--- src/rtl/pm_pkg.sv ---
package pm_pkg;
  // Module register field positions
  localparam int F_DPD  = 0;  // direct powerdown, rw
  localparam int F_APD  = 1;  // auto powerdown enable, rw
  localparam int F_EN   = 2;  // module enable, rw
  localparam int F_RST  = 3;  // module reset, write-only strobe
  localparam int F_IDLE = 4;  // idle status, ro
  localparam int F_SLP  = 5;  // asleep status, ro
  localparam int MOD_FIELD_W = F_SLP + 1;
  // Global register field positions
  localparam int G_CLKOFF = 0;

  typedef struct packed {
    logic slp;
    logic en;
    logic apd;
    logic dpd;
  } pm_state_t;
endpackage

--- src/rtl/pm_global.sv ---
module pm_global
  import pm_pkg::*;
#(
  parameter int DATA_W = 8
) (
  input  logic              clk,
  input  logic              rst,
  input  logic              wr_hit_i,
  input  logic              wbit_i,
  output logic              clk_on_o,
  output logic [DATA_W-1:0] stat_o
);
  logic clk_off_q;

  always_ff @(posedge clk) begin
    if (rst)           clk_off_q <= 1'b0;
    else if (wr_hit_i) clk_off_q <= wbit_i;
  end

  assign clk_on_o = ~clk_off_q;

  always_comb begin
    stat_o = '0;
    stat_o[G_CLKOFF] = clk_off_q;
  end
endmodule

--- src/rtl/pm_slice.sv ---
module pm_slice
  import pm_pkg::*;
#(
  parameter int DATA_W = 8
) (
  input  logic              clk,
  input  logic              rst,
  input  logic              clk_on_i,
  input  logic              wr_hit_i,
  input  logic              rd_hit_i,
  input  logic [F_RST:0]    wfld_i,
  input  logic              idle_i,
  input  logic              act_i,
  output logic              clk_en_o,
  output logic [DATA_W-1:0] stat_o
);
  pm_state_t st_q;
  logic      wake;

  assign wake = act_i | wr_hit_i | rd_hit_i;

  always_ff @(posedge clk) begin
    if (rst) begin
      st_q <= '{slp: 1'b0, en: 1'b1, apd: 1'b0, dpd: 1'b0};
    end else begin
      if (wr_hit_i) begin
        if (wfld_i[F_RST]) begin
          st_q.dpd <= 1'b0;
          st_q.apd <= 1'b0;
        end else begin
          st_q.dpd <= wfld_i[F_DPD];
          st_q.apd <= wfld_i[F_APD];
          st_q.en  <= wfld_i[F_EN];
        end
      end
      if (wake)                     st_q.slp <= 1'b0;
      else if (st_q.apd && idle_i)  st_q.slp <= 1'b1;
    end
  end

  // wake overrides a pending sleep within the same cycle
  assign clk_en_o = clk_on_i & st_q.en & ~st_q.dpd & ~(st_q.slp & ~wake);

  always_comb begin
    stat_o = '0;
    stat_o[F_DPD]  = st_q.dpd;
    stat_o[F_APD]  = st_q.apd;
    stat_o[F_EN]   = st_q.en;
    stat_o[F_IDLE] = idle_i;
    stat_o[F_SLP]  = st_q.slp;
  end

  a_r2_direct_gates: assert property (@(posedge clk) disable iff (rst)
    st_q.dpd |-> !clk_en_o);
  a_r4_sleep_entry: assert property (@(posedge clk) disable iff (rst)
    (st_q.apd && idle_i && !wake) |=> (!clk_en_o || act_i || wr_hit_i || rd_hit_i));
  a_r5_wake_clears: assert property (@(posedge clk) disable iff (rst)
    wake |=> !st_q.slp);
  a_r7_reset_bit: assert property (@(posedge clk) disable iff (rst)
    (wr_hit_i && wfld_i[F_RST]) |=> (!st_q.dpd && !st_q.apd && $stable(st_q.en)));
  a_r9_enable_gates: assert property (@(posedge clk) disable iff (rst)
    !st_q.en |-> !clk_en_o);
endmodule

--- src/rtl/pm_ctrl.sv ---
module pm_ctrl
  import pm_pkg::*;
#(
  parameter int NUM_MOD = 4,
  parameter int DATA_W  = 8,
  parameter int ADDR_W  = $clog2(NUM_MOD + 1)
) (
  input  logic               clk,
  input  logic               hw_rst,
  input  logic               cfg_wr,
  input  logic               cfg_rd,
  input  logic [ADDR_W-1:0]  cfg_addr,
  input  logic [DATA_W-1:0]  cfg_wdata,
  output logic [DATA_W-1:0]  cfg_rdata,
  input  logic [NUM_MOD-1:0] mod_idle,
  input  logic [NUM_MOD-1:0] mod_act,
  output logic [NUM_MOD-1:0] mod_clk_en
);
  localparam logic [ADDR_W-1:0] GLB_ADDR = ADDR_W'(NUM_MOD);

  logic              clk_on;
  logic [DATA_W-1:0] glb_stat;
  logic [DATA_W-1:0] mod_stat [NUM_MOD];

  pm_global #(.DATA_W(DATA_W)) u_glb (
    .clk      (clk),
    .rst      (hw_rst),
    .wr_hit_i (cfg_wr && (cfg_addr == GLB_ADDR)),
    .wbit_i   (cfg_wdata[G_CLKOFF]),
    .clk_on_o (clk_on),
    .stat_o   (glb_stat)
  );

  for (genvar g = 0; g < NUM_MOD; g++) begin : g_mod
    pm_slice #(.DATA_W(DATA_W)) u_slice (
      .clk      (clk),
      .rst      (hw_rst),
      .clk_on_i (clk_on),
      .wr_hit_i (cfg_wr && (cfg_addr == ADDR_W'(g))),
      .rd_hit_i (cfg_rd && (cfg_addr == ADDR_W'(g))),
      .wfld_i   (cfg_wdata[F_RST:0]),
      .idle_i   (mod_idle[g]),
      .act_i    (mod_act[g]),
      .clk_en_o (mod_clk_en[g]),
      .stat_o   (mod_stat[g])
    );
  end

  always_comb begin
    cfg_rdata = '0;
    for (int i = 0; i < NUM_MOD; i++)
      if (cfg_addr == ADDR_W'(i)) cfg_rdata = mod_stat[i];
    if (cfg_addr == GLB_ADDR) cfg_rdata = glb_stat;
  end

  a_r8_clock_off: assert property (@(posedge clk) disable iff (hw_rst)
    (glb_stat[G_CLKOFF]) |-> (mod_clk_en == '0));
  a_r1_reset_open: assert property (@(posedge clk)
    $past(hw_rst) && !$past(cfg_wr) |-> (mod_clk_en == '1) || hw_rst);
endmodule

--- config.mk ---
export PLATFORM = sky130hd
export DESIGN_NAME = pm_ctrl
export DESIGN_NICKNAME = d
export VERILOG_FILES = /design/src/rtl/pm_pkg.sv /design/src/rtl/pm_global.sv /design/src/rtl/pm_slice.sv /design/src/rtl/pm_ctrl.sv
export SDC_FILE = /design/constraint.sdc
export NUM_CORES = 1
export LEC_CHECK = 0
export ABC_AREA = 1
export BUFFER_PORTS_ARGS = -buffer_cell sky130_fd_sc_hd__buf_2
export CAP_MARGIN = 25
export CELL_PAD_IN_SITES_DETAIL_PLACEMENT = 2
export CELL_PAD_IN_SITES_GLOBAL_PLACEMENT = 2
export CORE_ASPECT_RATIO = 0.5
export CORE_UTILIZATION = 26
export CTS_CLUSTER_SIZE = 14
export DETAILED_ROUTE_END_ITERATION = 8
export PLACE_DENSITY = 0.91
export SETUP_SLACK_MARGIN = 0.5
export SLEW_MARGIN = 5
export SYNTH_ARGS = -nofsm -noshare
export SYNTH_HDL_FRONTEND = slang
export SYNTH_SLANG_ARGS = --single-unit
--- constraint.sdc ---
create_clock -name clk -period 2.25 [get_ports clk]
set_input_delay 0.1125 -clock clk [delete_from_list [all_inputs] [get_ports clk]]
set_output_delay 0.1125 -clock clk [all_outputs]
set_load 0.02 [all_outputs]
[Word level (Yosys, flattened, before mapping)]
Cells that the tools add are included.
Word-level totals
  logic and storage cells: 87
  flip-flop bits (word level): 17
  output and inout bits: 12
Cells by class
  reduce and logical (&&, ||, !) cells: 22
  bitwise gates (word level): 38
  equality and inequality tests: 4
  muxes and demuxes: 6
Operators by type and width (number)
  8-bit 2-to-1 mux: 4
  1-bit AND: 16
  1-bit inverter: 14
  1-bit logical AND: 13
  1-bit bitwise OR: 8
  2-bit AND reduction: 4
  2-bit OR reduction: 4
  3-bit by 2-bit equality test with 1-bit output (second input constant): 2
  6-bit 2-to-1 mux: 1
  3-bit by 1-bit equality test with 1-bit output (second input constant): 1
  3-bit equality test (second input constant): 1
  3-bit zero test: 1
  2-bit 2-to-1 mux: 1

[Depth between registers and ports, before layout]
Gate-level depths: netlist (run 1).
  depth in word-level cells: 8
  depth in mapped cells: 8
  depth with buffers taken out: 7

[Cells and area by module]
Synthesis (run 1) repeated with hierarchy kept, for this count alone.
Second synthesis, totals
  cell total of the unflattened synthesis: 237
  area, all modules: 1391.3 µm²
By module, submodules not included
  pm_slice: area an instance 212.7 µm², cells an instance 31, instances 4
  pm_ctrl: area an instance 430.4 µm², cells an instance 96, instances 1
  pm_global: area an instance 110.1 µm², cells an instance 17, instances 1

[Worst setup path after synthesis (run 1)]
No wires, ideal clock.
  path kind: input -> output
  from: input cfg_addr[2]
  to: output mod_clk_en[2]
  required time: 2.138 ns
  arrival: 0.878 ns
  slack: 1.259 ns
  buffers on the path: 1
  cell stages on the path: 8
  cell sequence: inv_2 > nand2_2 > nor2_1 > nand2_1 > nand3_1 > nand2_1 > inv_1 > buf_4
Between the ends
  word-level cells in the longest chain between the ends: 8
  elaborated cells on any way between the ends: 9
Ends and longest elaborated chain
  start, declared: line pm_ctrl.sv:12  | input logic [ADDR_W-1:0] cfg_addr,
  3-bit by 2-bit equality test with 1-bit output *: line pm_ctrl.sv:39, pm_ctrl.sv:40
  1-bit logical AND: line pm_ctrl.sv:39  | .wr_hit_i (cfg_wr && (cfg_addr == ADDR_W'(g))),
  1-bit bitwise OR: line pm_slice.sv:20  | assign wake = act_i | wr_hit_i | rd_hit_i;
  1-bit bitwise OR *: line pm_slice.sv:20
  1-bit inverter *: line pm_slice.sv:42  | assign clk_en_o = clk_on_i & st_q.en & ~st_q.dpd & ~(st_q.slp & ~wake);
  1-bit AND *: line pm_slice.sv:42
  1-bit inverter *: line pm_slice.sv:42
  1-bit AND *: line pm_slice.sv:42
  end, declared: line pm_ctrl.sv:17  | output logic [NUM_MOD-1:0] mod_clk_en
Every way passes the cells marked *; elsewhere a longest branch is shown, timed or not.

[Worst setup path in the final report (run 1)]
Ends and elaborated chain as after synthesis.

==> results.cfg, run 1 <==
[synthesis]
synth_top_family_by_area = simple AND/OR/NAND/NOR gates
yosysWarningCount = 0
yosysTopAreaCellShare = 0.317
yosysTopAreaCell = dfxtp_1
synthCells = 182
synth_common_cells = 47 x nand2_1, 26 x inv_1, 24 x nand3_1, 24 x nor2_1, 17 x dfxtp_1
ys_seq_area_frac = 0.317
syn_area_sq_mm = 0.00107
synth-seq-cells = 17
yosys.area_share.simple = 0.448
synth_xor_area_frac = 0
muxShareOfSynthArea = 0
netlist-cell-type-count = 18
synth-edff-count = 0
synth.most_common_cell = nand2_1
ys_top_cells_by_area = dfxtp_1 32%, nand2_1 16%, nand3_1 11%
synth_adder_area_share = 0
ys_async_sr_fraction = 0
synth_area_per_cell_sq_um = 5.90
synth_compound_area_frac = 0.0699
ys.flop_type = dfxtp_1

[placed_design]
routabilityCongestion = 0.842
placed_area_sq_mm = 0.00122
portBuffers = 27
pre_cts_ws_ns = 0.733
hpwl_mm = 3.03

[worst_setup_path]
critical_path_required_ns = 2.14
arrival_ns = 1.39
cpMaxStageDelayCell = nor2_1
crit_end = mod_clk_en[2]
cp-start-kind = input pin
crit_start = cfg_addr[2]
path_delay_family = simple AND/OR/NAND/NOR gates
path_depth = 9
cp_num_buf_inv = 4
crit_path_cell_trace = buf_2, inv_2, nand2_2, nor2_1, nand2_1, nand3_1, nand2_1, inv_1, buf_2
end_kind = output pin
reg2reg_from = u_glb.clk_off_q
cp_slowest_stage_delay_ns = 0.43
path_class = in -> out
regToRegSetupSlack_ns = 1.48
rr_endpoint = u_glb.clk_off_q
worst-path-max-fanout = 7
reg2reg_depth = 2

[min_path]
hold_path_class = in -> reg

[clock_network]
clock_latency_ns = 0.26
cts_setup_buffers = 0
cts-resized-gates = 0
cts_buffers = 3
clkSlewWorstSetupHoldPaths_ns = 0.07
ctsRootBufferMaster = clkbuf_8
cts_sinks = 17
tritoncts = yes
htree_levels = 1
clockBufferDepth = 2
hold_buffers = 0

[die]
ioPinCount = 35
core_area_sq_mm = 0.00392
row_count = 16
die_w_microns = 92.9
die_h_microns = 47.4
initial_utilization = 0.274
dieArea_sq_mm = 0.00441

[layout]
area_growth_pct = 18.2
final_cell_area_sq_mm = 0.00127
antenna_cells = 0
drive_gt1_frac = 0.175
nNetsFinal = 230

[run]
cap_viol_max_count = 0

[route]
num_vias = 1242
vias_per_cell = 4.78
routedWlPerCell_microns = 15.0
totalWireLength_mm = 3.90
drc = 0
drt_iter0_drc = 28
ant_nets = 0
drt_first_pass_iters = 4

[power_and_ir_drop]
p_seq_frac = 0.458
p_leak_nw = 0.648
finalPower_mw = 0.681
switching_share = 0.309
pwr_density_cell_mw_per_mm2 = 536
ir_worst_vdd_mv = 0.155
comb_power_share = 0.200
internal_power_mw = 0.471
p_clk_frac = 0.342
p_sw_mw = 0.210

[sta]
finalCritPeriodShare = 0.669
fin_skew_ns = 0.00746
fin_ws_ns = 0.744
slew_headroom = 0.649
grt_setup_unrepaired = no
holdWs_ns = 0.104
fmax_mhz = 664
timing.final.hold_violations = 0
maxSlewViolCount = 0
tightest_slew_ns = 0.525
min_period_ns = 1.51
finalSetupViolCount = 0
tns_ns = 0

[grt]
grt_max_degree = 17
grt_pass1_wl_mm = 5.79
overflow = 0
grt_util_all_layers = 0.178
antenna_found_initial = 0
grt_pass1_vias = 1190

[status]
outcome = finished, final reports clean
==> per-stage QoR <==
step                cells  utilization
global placement      256        0.312
floorplan             184            -
finish                260        0.323
global route          260        0.323
CTS                   260        0.323
detailed placement    256        0.312
==> flip-flops by register name, indices dropped and copies added (netlist names) <==
register              flops
g_mod.u_slice.stat_o     16
u_glb.clk_off_q           1
==> kinds of logic after synthesis <==
logic type / after synthesis
compound gates: 15
other cells: 1
flops: 17
simple gates: 111
buf+inv: 38
==> power by group through the flow <==
stage | registers (mW) | logic (mW) | clock network, mW
detailed placement | 0.318 | 0.134 | 0
finish | 0.311 | 0.136 | 0.233
global route | 0.312 | 0.150 | 0.256
floorplan | 0.316 | 0.0913 | 0
CTS | 0.311 | 0.137 | 0.239
global placement | 0.318 | 0.129 | 0
==> how the worst min path moves through the flow <==
stage,cells after the start,from,to
after global routing,2,hw_rst,g_mod[0].u_slice.stat_o[1]
after floorplan,1,hw_rst,g_mod[0].u_slice.stat_o[0]
after detailed placement,2,hw_rst,g_mod[0].u_slice.stat_o[0]
after CTS,2,hw_rst,g_mod[0].u_slice.stat_o[1]
after global placement,2,hw_rst,g_mod[1].u_slice.stat_o[1]
final,2,hw_rst,g_mod[0].u_slice.stat_o[1]
==> final cells by class <==
| class | count | area (sq um) |
|---|---|---|
| Clock buffer | 3 | 41.3 |
| Clock inverter | 1 | 5.00 |
| Fill cell | 519 | 2660 |
| Inverter | 28 | 105 |
| Multi-Input combinational cell | 129 | 567 |
| Sequential cell | 17 | 340 |
| Tap cell | 54 | 67.6 |
| Timing Repair Buffer | 28 | 143 |
==> cells in the final DEF, fill, tap and decap left out, types with 5 or more instances in the layout <==
cell type  synthesis  routed
a21oi_1           12      12
buf_2              1      27
dfxtp_1           17      17
inv_1             26      26
nand2_1           47      47
nand3_1           24      24
nand4_1            8       8
nor2_1            24      24
nor3_1             5       5
==> layer usage <==
layer | vias to the layer above | global-route usage | wire, microns
met4 | 0 | 0.0338 | 0
met2 | 26 | 0.334 | 1920
met3 | 0 | 0.0365 | 159
li1 | 618 | - | -
met1 | 598 | 0.223 | 1810
met5 | - | 0 | 0
No activity file was read; power rests on OpenSTA's default activity.
==> inputs of run 2 (changes only) <==
Settings changed: ABC_AREA 1 to 0, CORE_UTILIZATION 26 to 29, PLACE_DENSITY 0.91 to 0.87.
Clock period 2.25 ns to 1.44 ns, I/O delays scaled along.
==> run 2 against run 1 <==
The flow now finishes with violations (negative setup slack). Register-to-register slack got worse by 0.97 ns. Hold slack got worse by 0.027 ns. Via count decreased by 12%. Synthesized cell count decreased by 42%. Area after synthesis decreased by 4.1%. Clock-buffer cell count increased by 1. Flip-flop and latch count unchanged. Clock skew decreased by 0.0031 ns. Power increased by 69%. Clock power increased by 73%. Setup slack got worse by 0.75 ns. Largest cell class unchanged. Largest power group unchanged.
==> results.cfg, run 2 <==
[status]
outcome = finished, violations left
violations = negative setup slack

[grt]
grt_pass1_wl_mm = 7.25
grt_pass1_vias = 1121
grt_util_all_layers = 0.277
grt_max_degree = 18
antenna_found_initial = 0
overflow = 0

[worst_setup_path]
end_kind = output pin
critical_path_required_ns = 1.37
worst-path-max-fanout = 2
rr_endpoint = g_mod[3].u_slice.stat_o[2]
cpMaxStageDelayCell = mux4_2
arrival_ns = 1.37
reg2reg_depth = 3
path_class = reg -> out
crit_path_cell_trace = mux4_2, nor2b_4, buf_6
crit_start = g_mod[3].u_slice.stat_o[5]
cp_slowest_stage_delay_ns = 0.49
regToRegSetupSlack_ns = 0.51
crit_end = cfg_rdata[5]
cp-start-kind = register
reg2reg_from = g_mod[3].u_slice.stat_o[2]

[synthesis]
yosysTopAreaCell = dfxtp_1
ys_top_cells_by_area = dfxtp_1 33%, mux2i_1 8.7%, mux4_2 6.6%
synth_common_cells = 17 x dfxtp_1, 14 x nor2_1, 9 x a21oi_1, 9 x mux2i_1, 8 x buf_4
yosysWarningCount = 0
ys_async_sr_fraction = 0
ys_seq_area_frac = 0.330
ys.flop_type = dfxtp_1
synth.most_common_cell = dfxtp_1
yosysTopAreaCellShare = 0.330
synth_area_per_cell_sq_um = 9.71
syn_area_sq_mm = 0.00103
netlist-cell-type-count = 30
synth-edff-count = 0
synth-seq-cells = 17
synthCells = 106

[run]
cap_viol_max_count = 0

[power_and_ir_drop]
p_seq_frac = 0.419
p_sw_mw = 0.350
p_leak_nw = 0.677
pwr_density_cell_mw_per_mm2 = 736
p_clk_frac = 0.350
ir_worst_vdd_mv = 0.219
internal_power_mw = 0.801
comb_power_share = 0.231
switching_share = 0.304

[sta]
fin_ws_ns = -0.00357
grt_setup_unrepaired = yes
finalSetupViolCount = 1
maxSlewViolCount = 0
min_period_ns = 1.44
tns_ns = -0.00357
holdWs_ns = 0.0769
finalCritPeriodShare = 1.00
timing.final.hold_violations = 0
fmax_mhz = 693
fin_skew_ns = 0.00440

[layout]
final_cell_mix = 26 x buf_4, 14 x dfxtp_2, 14 x buf_2
layout_commonest_cell = buf_4
largest_reg_flops = 16
drive_gt1_frac = 0.600
nNetsFinal = 174
antenna_cells = 0
area_growth_pct = 52.0

[clock_network]
cts_buffers = 3
htree_levels = 1
hold_buffers = 0
tritoncts = yes
clkSlewWorstSetupHoldPaths_ns = 0.07
ctsRootBufferMaster = clkbuf_8
clockBufferDepth = 2
cts_sinks = 17
clock_latency_ns = 0.27

[route]
num_vias = 1091
vias_per_cell = 5.51
ant_nets = 0
routedWlPerCell_microns = 27.3
totalWireLength_mm = 5.41
drc = 0
drt_iter0_drc = 82
drt_first_pass_iters = 4

[min_path]
hold_path_class = in -> reg
hold_start = cfg_wdata[2]

[placed_design]
portBuffers = 27
pre_cts_ws_ns = 0.128
routabilityCongestion = 0.729
hpwl_mm = 2.49

[die]
ioPinCount = 35
row_count = 14
initial_utilization = 0.323
core_area_sq_mm = 0.00319
die_w_microns = 86.3
dieArea_sq_mm = 0.00381
die_h_microns = 44.1
[run 2: final cells by class]
class                      instances  area, sq um
fill                             340         1620
multi-input combinational         77          662
timing repair buffer              50          429
sequential                        17          362
tap                               48         60.1
clock buffer                       4         45.0
inverter                           2         7.51
[run 2: how the worst min path moves through the flow]
stage,endpoint,cells after the start
2_1_floorplan,g_mod[3].u_slice.stat_o[2],1
3_3_place_gp,g_mod[3].u_slice.stat_o[2],2
3_5_place_dp,g_mod[3].u_slice.stat_o[2],2
4_1_cts,g_mod[3].u_slice.stat_o[2],2
5_1_grt,g_mod[3].u_slice.stat_o[2],2
6_report,g_mod[3].u_slice.stat_o[2],2
[run 2: worst max-delay path: cells and delay by family (launching register included)]
family                 cells  cell delay [ns]
DFF                        1             0.34
and+or+nand+nor            1             0.15
muxes                      1             0.49
buffers and inverters      1             0.12
[run 2: kinds of logic after synthesis]
family	share of synthesized area
other cells	0.00364
buf+inv	0.0887
flops	0.331
mux	0.190
compound gates	0.135
simple gates	0.253
[run 2: power groups by stage]
stage	Clock, mW	Combinational [mW]	Sequential (mW)
6_report	0.403	0.266	0.482
5_1_grt	0.437	0.275	0.483
3_3_place_gp	0	0.172	0.493
3_5_place_dp	0	0.177	0.493
4_1_cts	0.394	0.220	0.481
2_1_floorplan	0	0.125	0.490
[run 2: metrics by stage]
stage | util | power (mW) | instance area (sq um) | std cells
3_5_place_dp | 0.371 | 0.670 | 1180 | 173
6_report | 0.491 | 1.15 | 1570 | 198
2_1_floorplan | - | 0.615 | 1060 | 108
3_3_place_gp | 0.371 | 0.665 | 1180 | 173
4_1_cts | 0.458 | 1.09 | 1460 | 191
5_1_grt | 0.491 | 1.19 | 1570 | 198
[run 2: per-layer routing]
layer,share of wire,up-vias,track usage,wire length [microns]
li1,-,463,-,-
met5,0,-,0,0
met4,0.035,0,0.0933,191
met3,0.075,25,0.0653,406
met2,0.44,62,0.460,2360
met1,0.45,541,0.363,2450
[run 2: timing repair]
item,in CTS,in global routing
pin swaps,3,3
resized for setup,42,12
setup endpoints to repair,15,14
setup buffers,13,6
cloned,1,1
==> inputs of run 3 (changes only) <==
Settings changed: PLACE_DENSITY 0.87 to not set, PLACE_DENSITY_LB_ADDON set to 0.25, RECOVER_POWER set to 25.
==> run 3 against run 2 <==
The flow now finishes without violations. Global-route usage fell by 3.9 points. Sequential share of layout area rose by 0.36 points. Flip-flop and latch count stayed put. Largest cell class unchanged.
==> results.cfg, run 3 (same netlist as run 2, synthesis figures left out) <==
[layout]
seq_area_sq_um = 363
layout_commonest_cell = buf_4
drive_gt1_frac = 0.616
antenna_cells = 0
largest_reg_flops = 16
nFillCells = 340
multi_input_area_sq_um = 697
nNetsFinal = 170
utilization = 0.485
area_growth_pct = 50.2
final_cell_mix = 18 x buf_4, 15 x buf_2, 12 x dfxtp_2

[grt]
antenna_found_initial = 0
grt_max_degree = 18
grt_pass1_vias = 1097
overflow = 0
grt_util_all_layers = 0.238
grt_pass1_wl_mm = 6.28

[power_and_ir_drop]
pwr_density_cell_mw_per_mm2 = 709
p_sw_mw = 0.314
comb_power_share = 0.222
p_leak_nw = 0.652
ir_worst_vdd_mv = 0.236
internal_power_mw = 0.783
switching_share = 0.286
p_clk_frac = 0.339
p_seq_frac = 0.439

[sta]
timing.final.hold_violations = 0
fin_ws_ns = 0.0328
finalSetupViolCount = 0
fin_skew_ns = 0.00371
fmax_mhz = 711
finalCritPeriodShare = 0.977
tns_ns = 0
maxSlewViolCount = 0
grt_setup_unrepaired = yes
min_period_ns = 1.41

[die]
core_area_sq_mm = 0.00319
die_w_microns = 86.3
row_count = 14
ioPinCount = 35
die_h_microns = 44.1
dieArea_sq_mm = 0.00381
initial_utilization = 0.323

[worst_setup_path]
reg2reg_from = g_mod[3].u_slice.stat_o[2]
path_class = reg -> out
crit_start = g_mod[2].u_slice.stat_o[2]
arrival_ns = 1.34
end_kind = output pin
reg2reg_depth = 4
critical_path_required_ns = 1.37
cp-start-kind = register
worst-path-max-fanout = 3

[clock_network]
cts_buffers = 3
clockBufferDepth = 2
ctsRootBufferMaster = clkbuf_8
clkSlewWorstSetupHoldPaths_ns = 0.07
clock_latency_ns = 0.26
tritoncts = yes
cts_sinks = 17
hold_buffers = 0
htree_levels = 1

[placed_design]
hpwl_mm = 2.36
routabilityCongestion = 0.770
portBuffers = 27
pre_cts_ws_ns = 0.115

[route]
drt_iter0_drc = 55
ant_nets = 0
num_vias = 1018
drc = 0
totalWireLength_mm = 4.61
vias_per_cell = 5.25
routedWlPerCell_microns = 23.8
drt_first_pass_iters = 4

[min_path]
hold_start = cfg_wdata[2]
worstHoldPathCells = 2
hold_path_class = in -> reg

[status]
outcome = finished, final reports clean

[run]
cap_viol_max_count = 0
[run 3: cell types whose count changed in the layout (fill, tap and decap cells not counted), sizes merged]
| cell | before | now |
|---|---|---|
| buf | 48 | 45 |
| clkbuf | 6 | 5 |
[run 3: per-layer routing]
layer  track usage  vias to the layer above  routed length [microns]
met5             0                        -                        0
met4        0.0933                        0                       88
met3        0.0522                       10                      222
met2         0.416                       29                     2220
met1         0.295                      521                     2070
li1              -                      458                        -
[run 3: metrics by stage]
step / power, mW / hold WS, ns / area [sq um] / instances
floorplan: 0.615 / 0.190 / 1060 / 108
global placement: 0.665 / 0.286 / 1180 / 173
detailed placement: 0.669 / 0.295 / 1180 / 173
CTS: 1.07 / 0.0267 / 1490 / 192
global route: 1.14 / 0.0405 / 1550 / 194
finish: 1.10 / 0.0468 / 1550 / 194
[run 3: timing repair]
action                                  CTS  global route
gates cloned                              1             0
gates resized for setup                  48            18
endpoints found under the setup margin   14            18
pin swaps                                 8             5
setup buffers                            14             2
[run 3: power by group through the flow]
stage / clock network, mW / logic [mW] / registers (mW)
global placement: 0 / 0.173 / 0.492
finish: 0.372 / 0.244 / 0.481
floorplan: 0 / 0.125 / 0.490
detailed placement: 0 / 0.176 / 0.493
global route: 0.406 / 0.256 / 0.481
CTS: 0.373 / 0.218 / 0.482
[run 3: worst paths after layout]
path                                endpoint  slack [ns]
setup reg to reg  g_mod[3].u_slice.stat_o[2]        0.44
hold reg to reg   g_mod[0].u_slice.stat_o[2]        0.54
setup / recovery                cfg_rdata[2]        0.03
hold / removal    g_mod[3].u_slice.stat_o[2]        0.05
[run 3: layout make-up]
type,count,area share
clock buffer,4,0.0291
sequential,17,0.235
multi-input combinational,77,0.451
inverter,2,0.00485
tap,48,0.0388
timing repair buffer,46,0.242
[run 3: critical path, cell delays in order, from the launching register on]
cell	delay (ns)
dfxtp_2	0.35
mux4_2	0.46
nor2b_4	0.14
buf_6	0.13
